[src/rtl/fbank_pkg.sv]
package fbank_pkg;
  localparam int CODE_W = 2;
  localparam int NCH    = 4;

  localparam int CH_STX = 0;
  localparam int CH_SRX = 1;
  localparam int CH_MTX = 2;
  localparam int CH_MRX = 3;

  localparam int FL_STX_BIT = 8;
  localparam int FL_MTX_BIT = 9;

  typedef enum logic [CODE_W-1:0] {
    FC_EMPTY = 2'b00,
    FC_FRESH = 2'b01,
    FC_HELD  = 2'b10,
    FC_FULL  = 2'b11
  } fcode_e;
endpackage

[src/rtl/fbank_fifo.sv]
module fbank_fifo #(
  parameter int DW    = 8,
  parameter int DEPTH = 2
) (
  input  logic                         clk,
  input  logic                         rst,
  input  logic                         flush,
  input  logic                         push,
  input  logic [DW-1:0]                din,
  input  logic                         pop,
  output logic [DW-1:0]                dout,
  output logic [$clog2(DEPTH+1)-1:0]   cnt_nxt,
  output logic                         push_acc,
  output logic                         ovf_err,
  output logic                         unf_err
);
  localparam int PW = (DEPTH > 1) ? $clog2(DEPTH) : 1;
  localparam int CW = $clog2(DEPTH+1);
  localparam logic [CW-1:0] FULL_CNT = CW'(DEPTH);
  localparam logic [PW-1:0] LAST_PTR = PW'(DEPTH-1);

  logic [DW-1:0] mem [DEPTH];
  logic [PW-1:0] rd_ptr, wr_ptr;
  logic [CW-1:0] cnt;
  logic          pop_acc;

  function automatic logic [PW-1:0] adv(input logic [PW-1:0] p);
    return (p == LAST_PTR) ? '0 : p + 1'b1;
  endfunction

  always_comb begin
    pop_acc  = pop && !flush && (cnt != '0);
    push_acc = push && !flush && ((cnt != FULL_CNT) || pop_acc);
    cnt_nxt  = cnt;
    if (flush)
      cnt_nxt = '0;
    else if (push_acc && !pop_acc)
      cnt_nxt = cnt + 1'b1;
    else if (pop_acc && !push_acc)
      cnt_nxt = cnt - 1'b1;
  end

  always_ff @(posedge clk) begin
    if (push_acc)
      mem[wr_ptr] <= din;
  end

  assign dout = mem[rd_ptr];

  always_ff @(posedge clk) begin
    if (rst) begin
      rd_ptr  <= '0;
      wr_ptr  <= '0;
      cnt     <= '0;
      ovf_err <= 1'b0;
      unf_err <= 1'b0;
    end else begin
      cnt <= cnt_nxt;
      if (flush) begin
        rd_ptr <= '0;
        wr_ptr <= '0;
      end else begin
        if (push_acc) wr_ptr <= adv(wr_ptr);
        if (pop_acc)  rd_ptr <= adv(rd_ptr);
        if (push && !push_acc) ovf_err <= 1'b1;
        if (pop && !pop_acc)   unf_err <= 1'b1;
      end
    end
  end
endmodule

[src/rtl/fbank_code.sv]
module fbank_code
  import fbank_pkg::*;
#(
  parameter int DEPTH = 2
) (
  input  logic                        clk,
  input  logic                        rst,
  input  logic                        flush,
  input  logic                        push_acc,
  input  logic [$clog2(DEPTH+1)-1:0]  cnt_nxt,
  output logic [CODE_W-1:0]           code
);
  localparam int CW = $clog2(DEPTH+1);
  localparam logic [CW-1:0] FULL_CNT = CW'(DEPTH);
  localparam logic [CW-1:0] ONE_CNT  = CW'(1);

  fcode_e code_q, code_d;

  always_comb begin
    if (flush || cnt_nxt == '0)
      code_d = FC_EMPTY;
    else if (cnt_nxt == FULL_CNT)
      code_d = FC_FULL;
    else if (push_acc && cnt_nxt == ONE_CNT)
      code_d = FC_FRESH;
    else
      code_d = FC_HELD;
  end

  always_ff @(posedge clk) begin
    if (rst) code_q <= FC_EMPTY;
    else     code_q <= code_d;
  end

  assign code = code_q;
endmodule

[src/rtl/fbank_top.sv]
module fbank_top
  import fbank_pkg::*;
#(
  parameter int DW    = 8,
  parameter int DEPTH = 2,
  parameter int RW    = 16
) (
  input  logic              clk,
  input  logic              rst,
  input  logic [NCH-1:0]    push_en,
  input  logic [NCH*DW-1:0] push_data,
  input  logic [NCH-1:0]    pop_en,
  output logic [NCH*DW-1:0] pop_data,
  input  logic              reg_wr,
  input  logic [RW-1:0]     reg_wdata,
  output logic [RW-1:0]     reg_rdata,
  output logic [NCH-1:0]    ovf_err,
  output logic [NCH-1:0]    unf_err
);
  localparam int CW    = $clog2(DEPTH+1);
  localparam int STAT_W = NCH*CODE_W;

  logic [NCH-1:0]        flush;
  logic [STAT_W-1:0]     codes;
  logic                  unused_wbits;

  assign unused_wbits = ^{reg_wdata[RW-1:FL_MTX_BIT+1], reg_wdata[STAT_W-1:0]};

  for (genvar c = 0; c < NCH; c++) begin : g_ch
    logic [CW-1:0] cnt_nxt;
    logic          push_acc;

    if (c == CH_STX) begin : g_fl
      assign flush[c] = reg_wr && reg_wdata[FL_STX_BIT];
    end else if (c == CH_MTX) begin : g_fl
      assign flush[c] = reg_wr && reg_wdata[FL_MTX_BIT];
    end else begin : g_nofl
      assign flush[c] = 1'b0;
    end

    fbank_fifo #(.DW(DW), .DEPTH(DEPTH)) u_fifo (
      .clk      (clk),
      .rst      (rst),
      .flush    (flush[c]),
      .push     (push_en[c]),
      .din      (push_data[c*DW +: DW]),
      .pop      (pop_en[c]),
      .dout     (pop_data[c*DW +: DW]),
      .cnt_nxt  (cnt_nxt),
      .push_acc (push_acc),
      .ovf_err  (ovf_err[c]),
      .unf_err  (unf_err[c])
    );

    fbank_code #(.DEPTH(DEPTH)) u_code (
      .clk      (clk),
      .rst      (rst),
      .flush    (flush[c]),
      .push_acc (push_acc),
      .cnt_nxt  (cnt_nxt),
      .code     (codes[c*CODE_W +: CODE_W])
    );
  end

  assign reg_rdata = {{(RW-STAT_W){1'b0}}, codes};
endmodule

[config.mk]
export PLATFORM = sky130hd
export DESIGN_NAME = fbank_top
export DESIGN_NICKNAME = d
export VERILOG_FILES = /design/src/rtl/fbank_pkg.sv /design/src/rtl/fbank_fifo.sv /design/src/rtl/fbank_code.sv /design/src/rtl/fbank_top.sv
export SDC_FILE = /design/constraint.sdc
export NUM_CORES = 1
export LEC_CHECK = 0
export ABC_AREA = 1
export CAP_MARGIN = 20
export CORE_MARGIN = 5
export CORE_UTILIZATION = 50
export CTS_CLUSTER_SIZE = 40
export DETAILED_ROUTE_END_ITERATION = 8
export PLACE_DENSITY = 0.94
export SYNTH_ARGS = -nofsm -noshare
export SYNTH_HDL_FRONTEND = slang
export SYNTH_SLANG_ARGS = --single-unit
[constraint.sdc]
create_clock -name clk -period 2.9 [get_ports clk]
set_input_delay 0.29 -clock clk [delete_from_list [all_inputs] [get_ports clk]]
set_output_delay 0.29 -clock clk [all_outputs]
set_load 0.01 [all_outputs]
-- Word level (Yosys, flattened, before mapping)
Memories as Yosys holds them, arrays and structs flattened. A register that Yosys moved wholly into a read port is not among the register bits.
Index checks and enable logic that the tools add are counted.
- reduce and logical (&&, ||, !) cells: 68
- eq/ne operators: 12
- multiplexer cells: 42
- bitwise operators: 2
- add/subtract/negate cells: 16
- operators with widths (cell ; count):
    2-bit two-way mux ; 18
    1-bit logical AND ; 34
    1-bit two-way mux ; 24
    2-bit OR reduction ; 6
    1-bit logical NOT ; 10
    1-bit adder, second input constant ; 8
    2-bit by 1-bit adder with 2-bit output, second input constant ; 4
    2-bit by 1-bit == test with 1-bit output, second input constant ; 4
    2-bit == test, second input constant ; 4
    2-bit logical NOT ; 4
    2-bit != test, second input constant ; 4
    2-bit AND reduction ; 4
    2-bit nonzero test ; 4
    2-bit by 1-bit subtractor with 2-bit output, second input constant ; 4
    1-bit logical OR ; 6
    1-bit inverter ; 2
- flip-flop bits (word level): 32
- memories kept: 4
- output and inout port bits: 56
- word-level logic and storage cells: 168
- input bits: 59
- RAM bits: 64
- memory list (memory ; words ; width ; read ports ; clocked after memory_dff ; wr ports ; line ; text):
    g_ch[0].u_fifo.mem ; 2 ; 8 ; 1 ; 1 ; 1 ; fbank_fifo.sv:22 ; logic [DW-1:0] mem [DEPTH];
    g_ch[1].u_fifo.mem ; 2 ; 8 ; 1 ; 1 ; 1 ; fbank_fifo.sv:22 ;
    g_ch[2].u_fifo.mem ; 2 ; 8 ; 1 ; 1 ; 1 ; fbank_fifo.sv:22 ;
    g_ch[3].u_fifo.mem ; 2 ; 8 ; 1 ; 1 ; 1 ; fbank_fifo.sv:22 ;

-- Logic depth before layout (Yosys ltp)
Gate-level depths: netlist of the first run.
- depth after elaboration: 15
- mapped depth: 13
- depth with buffers taken out: 13

-- Cells and area by module
From an unflattened synthesis of the first run, not the netlist that was laid out.
- cells, all modules: 381
- area, all modules: 4282.9 sq um
- modules (own cells, without submodules) (module ; cells an instance ; area an instance (sq um) ; times used ; seq. area each (sq um)):
    fbank_fifo at g_ch[1].u_fifo ... ; 80 ; 975.9 ; 2 ; 620.6
    fbank_fifo at g_ch[0].u_fifo ... ; 80 ; 968.4 ; 2 ; 620.6
    fbank_code ; 12 ; 78.8 ; 4 ; 40.0
    fbank_top ; 13 ; 78.8 ; 1 ; 0.0

-- Least setup slack after synthesis of the first run
No wires, ideal clock.
- path kind: reg-to-reg
- from: register g_ch[3].u_fifo.cnt[0]
- to: memory g_ch[3].u_fifo.mem[1][0], enable pin
- data required time: 2526 ps
- cell stages (with the launch flop): 8
- buffers on the path: 0
- arrival: 1408 ps
- setup slack: 1118 ps
- period minus slack after synthesis: 1782 ps
- setup time: 374 ps
- cell sequence: dfxtp_1 > inv_1 > ha_1 > inv_1 > nand2_1 > a21oi_4 > inv_1 > nor2_1
- word-level cells in the longest chain between the ends: 6
- elaborated cells between the ends (all ways): 7
- classes of those cells: eq/ne: 1; mux: 2; reduce/logical: 4
- RTL lines (element ; line ; text):
    start: declaration ; fbank_fifo.sv:24 ; logic [CW-1:0] cnt;
    start signal: assignment ; fbank_fifo.sv:58 ; cnt <= cnt_nxt;
    2-bit nonzero test ; fbank_fifo.sv:32 ; pop_acc = pop && !flush && (cnt != '0);
    1-bit logical AND ; fbank_fifo.sv:32 ;
    1-bit logical OR * ; fbank_fifo.sv:33 ; push_acc = push && !flush && ((cnt != FULL_CNT) || pop_acc);
    1-bit logical AND * ; fbank_fifo.sv:33 ;
    1-bit two-way mux * ; fbank_fifo.sv:44 ; if (push_acc)
    1-bit two-way mux (implied by the code) * ; fbank_fifo.sv:45 ; mem[wr_ptr] <= din;
    end: declaration ; fbank_fifo.sv:22 ;
Mark *: on every way between the ends. The rest lies on a longest branch, timed or not.

-- Final worst setup path of the first run
- from: register g_ch[1].u_fifo.cnt[0]
- to: memory g_ch[1].u_fifo.mem[1][4], enable pin
- word-level cells in the longest chain between the ends: 6
- elaborated cells between the ends (all ways): 7
- classes of those cells: eq/ne: 1; mux: 2; reduce/logical: 4
- RTL lines (element ; line):
    start: declaration ; fbank_fifo.sv:24
    start signal: assignment ; fbank_fifo.sv:58
    2-bit nonzero test ; fbank_fifo.sv:32
    1-bit logical AND ; fbank_fifo.sv:32
    1-bit logical OR * ; fbank_fifo.sv:33
    1-bit logical AND * ; fbank_fifo.sv:33
    1-bit two-way mux * ; fbank_fifo.sv:44
    1-bit two-way mux (implied by the code) * ; fbank_fifo.sv:45
    end: declaration ; fbank_fifo.sv:22
Marked as above.

==> results.ini, run 1 <==
[finish]
drive_gt1_share_pct=14.19
num_antenna_cells=0
area_growth_pct=28.35
n_fill_cell=632
fin_nets=499
fin_area_mm2=0.005251

[clocking]
cts_hold_buf=0
cts.htree.levels=3
post_cts_buffers=0
insertion_delay_ns=0.35
clkSinkCount=100
cts_tree=done
numCtsBuffers=9
clockBufferDepth=2
cts_resized=0
clkSlewWorstSetupHoldPaths_ns=0.09
root_buffer=clkbuf_8

[grt]
grt_overflow=0
grt_max_degree=18
antenna_found_initial=0
grt_first_pass_wirelength_mm=12.54
first_global_vias=2749
track_usage_pct=15.93

[sta]
slew_headroom_pct=48.25
worst_slew_pin_slew_ns=0.7734
whs_ns=0.4515
fmax_mhz=471.3
setup_viol=0
min_period_ns=2.122
rsz0062_at_grt=no
fin_skew_ns=0.008608
hold_viol=0
drv_slew=0
tns_ns=0
timing.final.crit_share_pct=73.16

[worst_setup_path]
startpoint_type=register
cp_max_fo=9
reg2reg_from=g_ch[1].u_fifo.cnt[0]$_SDFF_PP0_
ff2ff_path_depth=7
r2r_end=g_ch[1].u_fifo.mem[1][4]$_DFFE_PP_
crit_type=register to register
crit_start=g_ch[1].u_fifo.cnt[0]$_SDFF_PP0_
cp.required_ns=2.89
reg2reg_slack_ns=0.78
end_kind=register
worstPathArrival_ns=2.11

[floorplan]
die_x_um=100.5
start_util_pct=50.56
die_y_um=100.5
ios=115
dieArea_mm2=0.01009
rows=33
core-area_mm2=0.008093

[run]
cap_violations=0

[logic_synthesis]
yosysSeqAreaShare_pct=64.59
synthCells=344
synth_edf_count=64
ys_ff_latch=100
synth_area_per_cell_um2=11.89
syn_area_mm2=0.004091
synth_warnings=0
synth_flop_cell=edfxtp_1
synthArstFlopShare_pct=0
ys_types=29

[placed_design]
placed_area_mm2=0.005030
portBuffers=92
gp_congestion=0.8516
post-dp-hpwl_mm=5.659

[power_and_ir_drop]
powerDensity_mw_per_mm2=683.3
leakage_nw=2.056
irDropWorstVdd_uv=450.2

[outcome]
status=completed

[route]
via_count=2606
wl_met1_mm=2.920
wl_met2_mm=4.167
antenna_left=0
wl_per_cell_um=13.97
viasPerCell=4.808
routed.top_layer=met4
drtIter0Drc=57
firstDrtPassIters=4
totalWireLength_mm=7.571
route.met3.wl_um=377
drc=0

[hold_path]
hold_path_end=g_ch[2].u_fifo.unf_err$_SDFFE_PP0P_
whs_path_depth=2
hold_path_class=register to register
hp-start=g_ch[2].u_fifo.unf_err$_SDFFE_PP0P_

==> state kept, by name, indices dropped and copies added, names as in the netlist, named ones only <==
register             flops
g_ch.u_code.code         8
g_ch.u_fifo.cnt          8
g_ch.u_fifo.mem         64
g_ch.u_fifo.ovf_err      4
g_ch.u_fifo.rd_ptr       4
g_ch.u_fifo.unf_err      4
g_ch.u_fifo.wr_ptr       4
==> synth_stat cells (3+ instances only) <==
library cell / instances / share of area, %
mux2_2: 32 / 8.8
o21ai_0: 6 / 0.73
xor2_1: 3 / 0.64
inv_1: 44 / 4.0
ha_1: 8 / 2.4
dfxtp_1: 36 / 18
nand3_1: 15 / 1.8
buf_4: 16 / 2.9
a21oi_1: 17 / 2.1
nand2_1: 39 / 3.6
nor2_1: 33 / 3.0
nand3_2: 3 / 0.73
edfxtp_1: 64 / 47
nand2_2: 3 / 0.46
clkbuf_1: 6 / 0.55
==> area by class of cell <==
class / count / area (um^2) / share of cell area (%)
tap: 105 / 131.4 / 2.502
timing repair buffer: 93 / 928.4 / 17.68
clock buffer: 10 / 127.6 / 2.430
clock inverter: 6 / 93.84 / 1.787
multi-input combinational: 184 / 1162 / 22.13
sequential: 100 / 2643 / 50.32
inverter: 44 / 165.2 / 3.145
==> kinds of logic (layout without fill, tap and decap cells) <==
group / count (synthesis) / count (layout) / synth area share, %
compound gates: 31 / 31 / 4.557
fa+ha+maj: 8 / 8 / 2.447
simple gates: 101 / 101 / 10.83
buf+inv: 67 / 153 / 7.645
other cells: 1 / 8 / 0.09166
xor+xnor: 4 / 4 / 1.040
mux: 32 / 32 / 8.807
flops: 100 / 100 / 64.59
==> worst max path at each step <==
stage / endpoint / slack (ns)
global route: g_ch[1].u_fifo.mem[1][3]$_DFFE_PP_ / 0.56
CTS: pop_data[23] / 0.77
floorplan: g_ch[3].u_fifo.mem[1][0]$_DFFE_PP_ / 1.12
global placement: g_ch[2].u_fifo.mem[0][2]$_DFFE_PP_ / 0.73
finish: g_ch[1].u_fifo.mem[1][4]$_DFFE_PP_ / 0.78
detailed placement: g_ch[3].u_fifo.mem[1][1]$_DFFE_PP_ / 0.66
==> critical path: stages (launching register included) <==
cell,delay (ns)
dfxtp_1,0.36
inv_1,0.11
ha_1,0.23
inv_1,0.06
nand2_2,0.09
a21oi_2,0.23
inv_1,0.08
nor2_1,0.59
==> layer usage <==
layer | global-route usage (%) | vias to the layer above
li1 | - | 1300
met1 | 18.19 | 1233
met2 | 28.64 | 65
met3 | 3.529 | 8
met4 | 6.736 | 0
met5 | 0 | -
==> cells in the final DEF, fill, tap and decap left out, drive strengths merged <==
cell	count
mux2	32
xor2	4
edfxtp	64
nand4	2
o21ai	8
o22ai	1
clkbuf	10
conb	8
nand3b	1
clkdlybuf4s50	92
nand3	18
buf	1
inv	47
a21oi	19
o211ai	1
ha	8
bufinv	2
or2	2
clkinvlp	1
o21a	2
dfxtp	36
nor3	2
nand2	42
nor2	34
==> through the flow <==
step           power (W)  utilization, %  setup slack (ns)  std cells
2_1_floorplan   0.002297               -             1.118        351
3_3_place_gp    0.002622           62.15            0.7309        526
4_1_cts         0.003632           64.89            0.7670        542
5_1_grt         0.003795           64.89            0.5588        542
3_5_place_dp    0.002663           62.15            0.6555        526
6_report        0.003588           64.89            0.7782        542
==> power breakdown <==
part	total, W	switching (W)	internal [W]
clock	0.000964	0.000468	0.000496
combinational	0.000865	0.000421	0.000444
sequential	0.00176	0.0000788	0.00168
total	0.00359	0.000969	0.00262
(Power assumes the default switching activity.)
==> run 2: changes to the inputs <==
- CORE_UTILIZATION: 50 -> 48
- PLACE_DENSITY: 0.94 -> 0.91
- clock period: 2.9 -> 2.1 ns (I/O delays scaled with it)
==> run 2 against run 1 <==
- clock-buffer cell count is the same
- global-route usage fell by 0.26 points
- largest cell class unchanged
- non-clock buffer count up 13
- die area is 3.7% higher
- critical endpoint is now pop_data[24]
- power grew 39%
- core utilization down 0.19 points
- cell area up 1.7%
- sequential power grew 38%
- routed wire length up 3.9%
- clock skew rose by 0.0012 ns
==> results.ini, run 2 (synthesis gave the netlist of run 1 again) <==
[route]
drc=0  ; unchanged
viasPerCell=4.883  ; +1.6%
drtIter0Drc=73  ; +28%
totalWireLength_mm=7.870  ; +3.9%
firstDrtPassIters=8  ; +4
wl_per_cell_um=14.18  ; +1.5%
antenna_left=0  ; unchanged
via_count=2710  ; +4.0%

[power_and_ir_drop]
leakage_nw=2.124  ; +3.3%
irDropWorstVdd_uv=521.5  ; +16%
powerDensity_mw_per_mm2=931.7  ; +36%

[finish]
largest_register_ffs=64  ; unchanged
fin_util_pct=64.70  ; -0.19 points
n_fill_cell=641  ; +1.4%
largest_register=g_ch.u_fifo.mem
fin_area_mm2=0.005343  ; +1.7%
num_antenna_cells=0  ; unchanged
fin_nets=512  ; +2.6%
final_common_cell=clkdlybuf4s50_1
drive_gt1_share_pct=16.67  ; +2.5 points
instances_no_fill=555  ; +2.4%
area_growth_pct=30.58
final_cell_mix=92 x clkdlybuf4s50_1, 64 x edfxtp_1, 44 x inv_1

[placed_design]
dp_cells=539  ; +2.5%
placed_area_mm2=0.005127  ; +1.9%
gp_congestion=0.8038  ; -5.6%
post-dp-hpwl_mm=5.829  ; +3.0%
portBuffers=92  ; unchanged

[worst_setup_path]
crit_type=register to primary output
startpoint_type=register
cp_max_fo=8  ; -1
reg2reg_from=g_ch[2].u_fifo.cnt[1]$_SDFF_PP0_
worstPathArrival_ns=1.78  ; -0.33 ns
cp.required_ns=1.89  ; -1.00 ns
ff2ff_path_depth=7  ; unchanged
end_kind=primary output

[sta]
timing.final.crit_share_pct=94.72
tns_ns=0  ; unchanged
min_period_ns=1.989
drv_slew=0  ; unchanged
fmax_mhz=502.7
hold_viol=0  ; unchanged
worst_slew_pin_slew_ns=0.8011  ; +0.02770 ns
slew_headroom_pct=46.40  ; -1.9 points
rsz0062_at_grt=no
fin_skew_ns=0.009849  ; +0.001240 ns
whs_ns=0.4262  ; -0.02533 ns
setup_viol=0  ; unchanged

[floorplan]
start_util_pct=49.55  ; -1.0 points
dieArea_mm2=0.01047  ; +3.7%
core-area_mm2=0.008258  ; +2.0%
die_y_um=102.3  ; +1.9%
ios=115  ; unchanged
die_x_um=102.3  ; +1.9%
rows=33  ; unchanged

[hold_path]
hp-start=push_data[0]
whs_path_depth=1  ; -1
hold_path_class=input port to register

[clocking]
cts_tree=done
clkSlewWorstSetupHoldPaths_ns=0.10  ; about the same
insertion_delay_ns=0.36  ; about the same
post_cts_buffers=0  ; unchanged
numCtsBuffers=9  ; unchanged
root_buffer=clkbuf_8
clockBufferDepth=2  ; unchanged
cts.htree.levels=3  ; unchanged
cts_resized=0  ; unchanged
clkSinkCount=100  ; unchanged
cts_hold_buf=0  ; unchanged

[grt]
first_global_vias=2863  ; +4.1%
grt_overflow=0  ; unchanged
antenna_found_initial=0  ; unchanged
grt_max_degree=18  ; unchanged
grt_first_pass_wirelength_mm=12.70  ; +1.2%
track_usage_pct=15.67  ; -0.26 points

[run]
cap_violations=0  ; unchanged

[outcome]
status=completed

run 2: cell count changes in the layout (fill, tap and decap cells not counted), sizes merged:
cell / delta
clkinvlp: -1
clkinv: +3
buf: +13
inv: -2
run 2: layout make-up:
class	instances	area, um^2	area share, %
multi-input cells	184	1162	21.76
inverters	44	165.2	3.091
clock inverters	6	87.58	1.639
flip-flops and latches	100	2643	49.46
repair buffers	106	1026	19.20
well taps	105	131.4	2.459
clock buffers	10	127.6	2.389
run 2: metrics by stage:
stage	worst slack (ns)	total power (W)
after global routing	0.01347	0.005257
after floorplan	0.3179	0.003171
final	0.1109	0.004978
after global placement	0.1528	0.003650
after CTS	0.08276	0.005031
after detailed placement	0.06520	0.003711
run 2: where the power goes:
part	leakage (nW)	internal (W)	switching (W)
combinational	1.12	0.000641	0.000596
sequential	0.893	0.00232	0.000108
clock	0.111	0.000674	0.000640
run 2: routing by layer:
metal	up-vias	track usage (%)	part of all wire, %
met3	13	4.437	5.2
li1	1326	-	-
met1	1301	17.19	40
met2	70	28.84	53
met4	0	5.550	1.8
met5	-	0	0
run 2: critical path, stage by stage (launching register included):
cell	delay [ns]
dfxtp_1	0.53
mux2_2	0.39
clkdlybuf4s50_1	0.50
run 2: final timing paths:
kind                                         endpoint  slack (ns)
hold / removal     g_ch[0].u_fifo.mem[0][0]$_DFFE_PP_        0.43
hold reg to reg   g_ch[1].u_fifo.ovf_err$_SDFFE_PP0P_        0.45
setup reg to reg   g_ch[2].u_fifo.mem[0][7]$_DFFE_PP_        0.18
setup / recovery                         pop_data[24]        0.11
==> run 3: changes to the inputs <==
- PLACE_DENSITY: 0.91 -> 0.8
==> run 3 against run 2 <==
- via count shrank 3.0%
- global-route usage shrank 0.93 points
- routed wire length shrank 6.0%
- sequential share of layout area grew 0.28 points
- cell area shrank 0.56%
- worst hold slack gained 0.0079 ns
==> results.ini, run 3 (synthesis gave the netlist of run 1 again) <==
[route]
drc=0  ; unchanged
drtIter0Drc=68  ; -6.8%
firstDrtPassIters=4  ; -4
antenna_left=0  ; unchanged
wl_per_cell_um=13.35  ; -5.9%
wl_met2_mm=3.825  ; -8.6%
totalWireLength_mm=7.394  ; -6.0%
wl_met1_mm=3.019  ; -3.7%
viasPerCell=4.744  ; -2.9%
routed.top_layer=met4
via_count=2628  ; -3.0%
route.met3.wl_um=451  ; +10%

[clocking]
cts_tree=done
post_cts_buffers=0  ; unchanged
clkSlewWorstSetupHoldPaths_ns=0.10  ; about the same
root_buffer=clkbuf_8
cts_resized=0  ; unchanged
cts.htree.levels=3  ; unchanged
cts_hold_buf=0  ; unchanged
insertion_delay_ns=0.35  ; about the same
clockBufferDepth=2  ; unchanged
numCtsBuffers=9  ; unchanged
clkSinkCount=100  ; unchanged

[sta]
setup_viol=0  ; unchanged
whs_ns=0.4341  ; +0.007938 ns
fmax_mhz=506.0  ; +0.65%
slew_headroom_pct=50.89  ; +4.5 points
worst_slew_pin_slew_ns=0.7340  ; -0.06710 ns
hold_viol=0  ; unchanged
fin_skew_ns=0.007324  ; -0.002525 ns
rsz0062_at_grt=no
timing.final.crit_share_pct=94.11  ; -0.61 points
min_period_ns=1.976  ; -0.01285 ns
drv_slew=0  ; unchanged
tns_ns=0  ; unchanged

[finish]
final_common_cell=clkdlybuf4s50_1
fin_nets=511  ; -0.20%
multiInputGateArea_mm2=0.001162  ; unchanged
regArea_mm2=0.002643  ; unchanged
area_growth_pct=29.85
largest_register_ffs=64  ; unchanged
num_antenna_cells=0  ; unchanged
final_cell_mix=92 x clkdlybuf4s50_1, 64 x edfxtp_1, 44 x inv_1
n_fill_cell=651  ; +1.6%
fin_util_pct=64.33  ; -0.36 points
largest_register=g_ch.u_fifo.mem
drive_gt1_share_pct=16.70  ; +0.037 points

[placed_design]
post-dp-hpwl_mm=5.593  ; -4.1%
gp_congestion=0.7940  ; -1.2%
portBuffers=92  ; unchanged

[power_and_ir_drop]
powerDensity_mw_per_mm2=905.1  ; -2.9%
leakage_nw=2.101  ; -1.1%
internal-power_w=0.003444  ; -5.2%
power_switching_w=0.001365  ; +1.5%
switching_share_pct=28.38  ; +1.4 points
seqPwrFrac_pct=50.4  ; +1.7 points
p_comb_share_pct=25.3  ; +0.4 points
irDropWorstVdd_uv=502.2  ; -3.7%
pwr-share-clk_pct=24.3  ; -2.1 points

[worst_setup_path]
cp.required_ns=1.89  ; about the same
crit_type=register to primary output
reg2reg_from=g_ch[2].u_fifo.cnt[0]$_SDFF_PP0_
ff2ff_path_depth=7  ; unchanged
reg2reg_slack_ns=0.24  ; +0.06 ns
worstPathArrival_ns=1.77  ; about the same
cp_max_fo=8  ; unchanged
crit_path_end=pop_data[6]
startpoint_type=register
r2r_end=g_ch[2].u_fifo.mem[0][3]$_DFFE_PP_
end_kind=primary output

[grt]
first_global_vias=2704  ; -5.6%
antenna_found_initial=0  ; unchanged
grt_first_pass_wirelength_mm=11.98  ; -5.7%
grt_overflow=0  ; unchanged
track_usage_pct=14.75  ; -0.93 points
grt_max_degree=19  ; +1

[outcome]
status=completed

[floorplan]
dieArea_mm2=0.01047  ; unchanged
ios=115  ; unchanged
core-area_mm2=0.008258  ; unchanged
rows=33  ; unchanged
die_y_um=102.3  ; unchanged
die_x_um=102.3  ; unchanged
start_util_pct=49.55  ; unchanged

[run]
cap_violations=0  ; unchanged

[hold_path]
hold_path_class=input port to register

run 3: area by class of cell:
cell class	count	share of cell area [%]
Sequential cell	100	49.74
Clock buffer	10	2.591
Multi-Input combinational cell	184	21.88
Timing Repair Buffer	105	19.17
Clock inverter	6	1.036
Inverter	44	3.109
Tap cell	105	2.473
run 3: worst min-delay path by stage:
stage / from / to / slack, ns / cells after the start
6_report: push_data[15] / g_ch[1].u_fifo.mem[1][7]$_DFFE_PP_ / 0.43 / 1
5_1_grt: push_data[28] / g_ch[3].u_fifo.mem[0][4]$_DFFE_PP_ / 0.40 / 1
4_1_cts: push_data[28] / g_ch[3].u_fifo.mem[0][4]$_DFFE_PP_ / 0.41 / 1
3_5_place_dp: g_ch[0].u_fifo.unf_err$_SDFFE_PP0P_ / g_ch[0].u_fifo.unf_err$_SDFFE_PP0P_ / 0.44 / 2
3_3_place_gp: g_ch[3].u_fifo.ovf_err$_SDFFE_PP0P_ / g_ch[3].u_fifo.ovf_err$_SDFFE_PP0P_ / 0.44 / 2
2_1_floorplan: push_data[0] / g_ch[0].u_fifo.mem[0][0]$_DFFE_PP_ / 0.31 / 0
run 3: layer usage:
metal	vias up	track usage, %
met3	6	4.505
li1	1332	-
met5	-	0
met1	1227	17.62
met4	0	4.541
met2	63	25.59
run 3: worst max-delay path, stage by stage (launching register included):
cell and delay [ns]:
dfxtp_1 0.55, mux2_2 0.39, clkdlybuf4s50_1 0.48
run 3: through the flow:
step	std cells	cell area, um^2	power, W	setup slack [ns]
detailed placement	538	5120	0.003698	0.1083
global placement	538	5120	0.003658	0.1485
CTS	554	5313	0.004873	0.07706
global route	554	5313	0.005089	0.03352
finish	554	5313	0.004808	0.1237
floorplan	351	4118	0.003171	0.3179
run 3: power by group through the flow:
stage	registers, W	clock network [W]	logic, W
after global placement	0.00246	0	0.00120
after detailed placement	0.00247	0	0.00123
final	0.00242	0.00117	0.00122
after CTS	0.00243	0.00121	0.00124
after floorplan	0.00244	0	0.000734
after global routing	0.00245	0.00129	0.00135
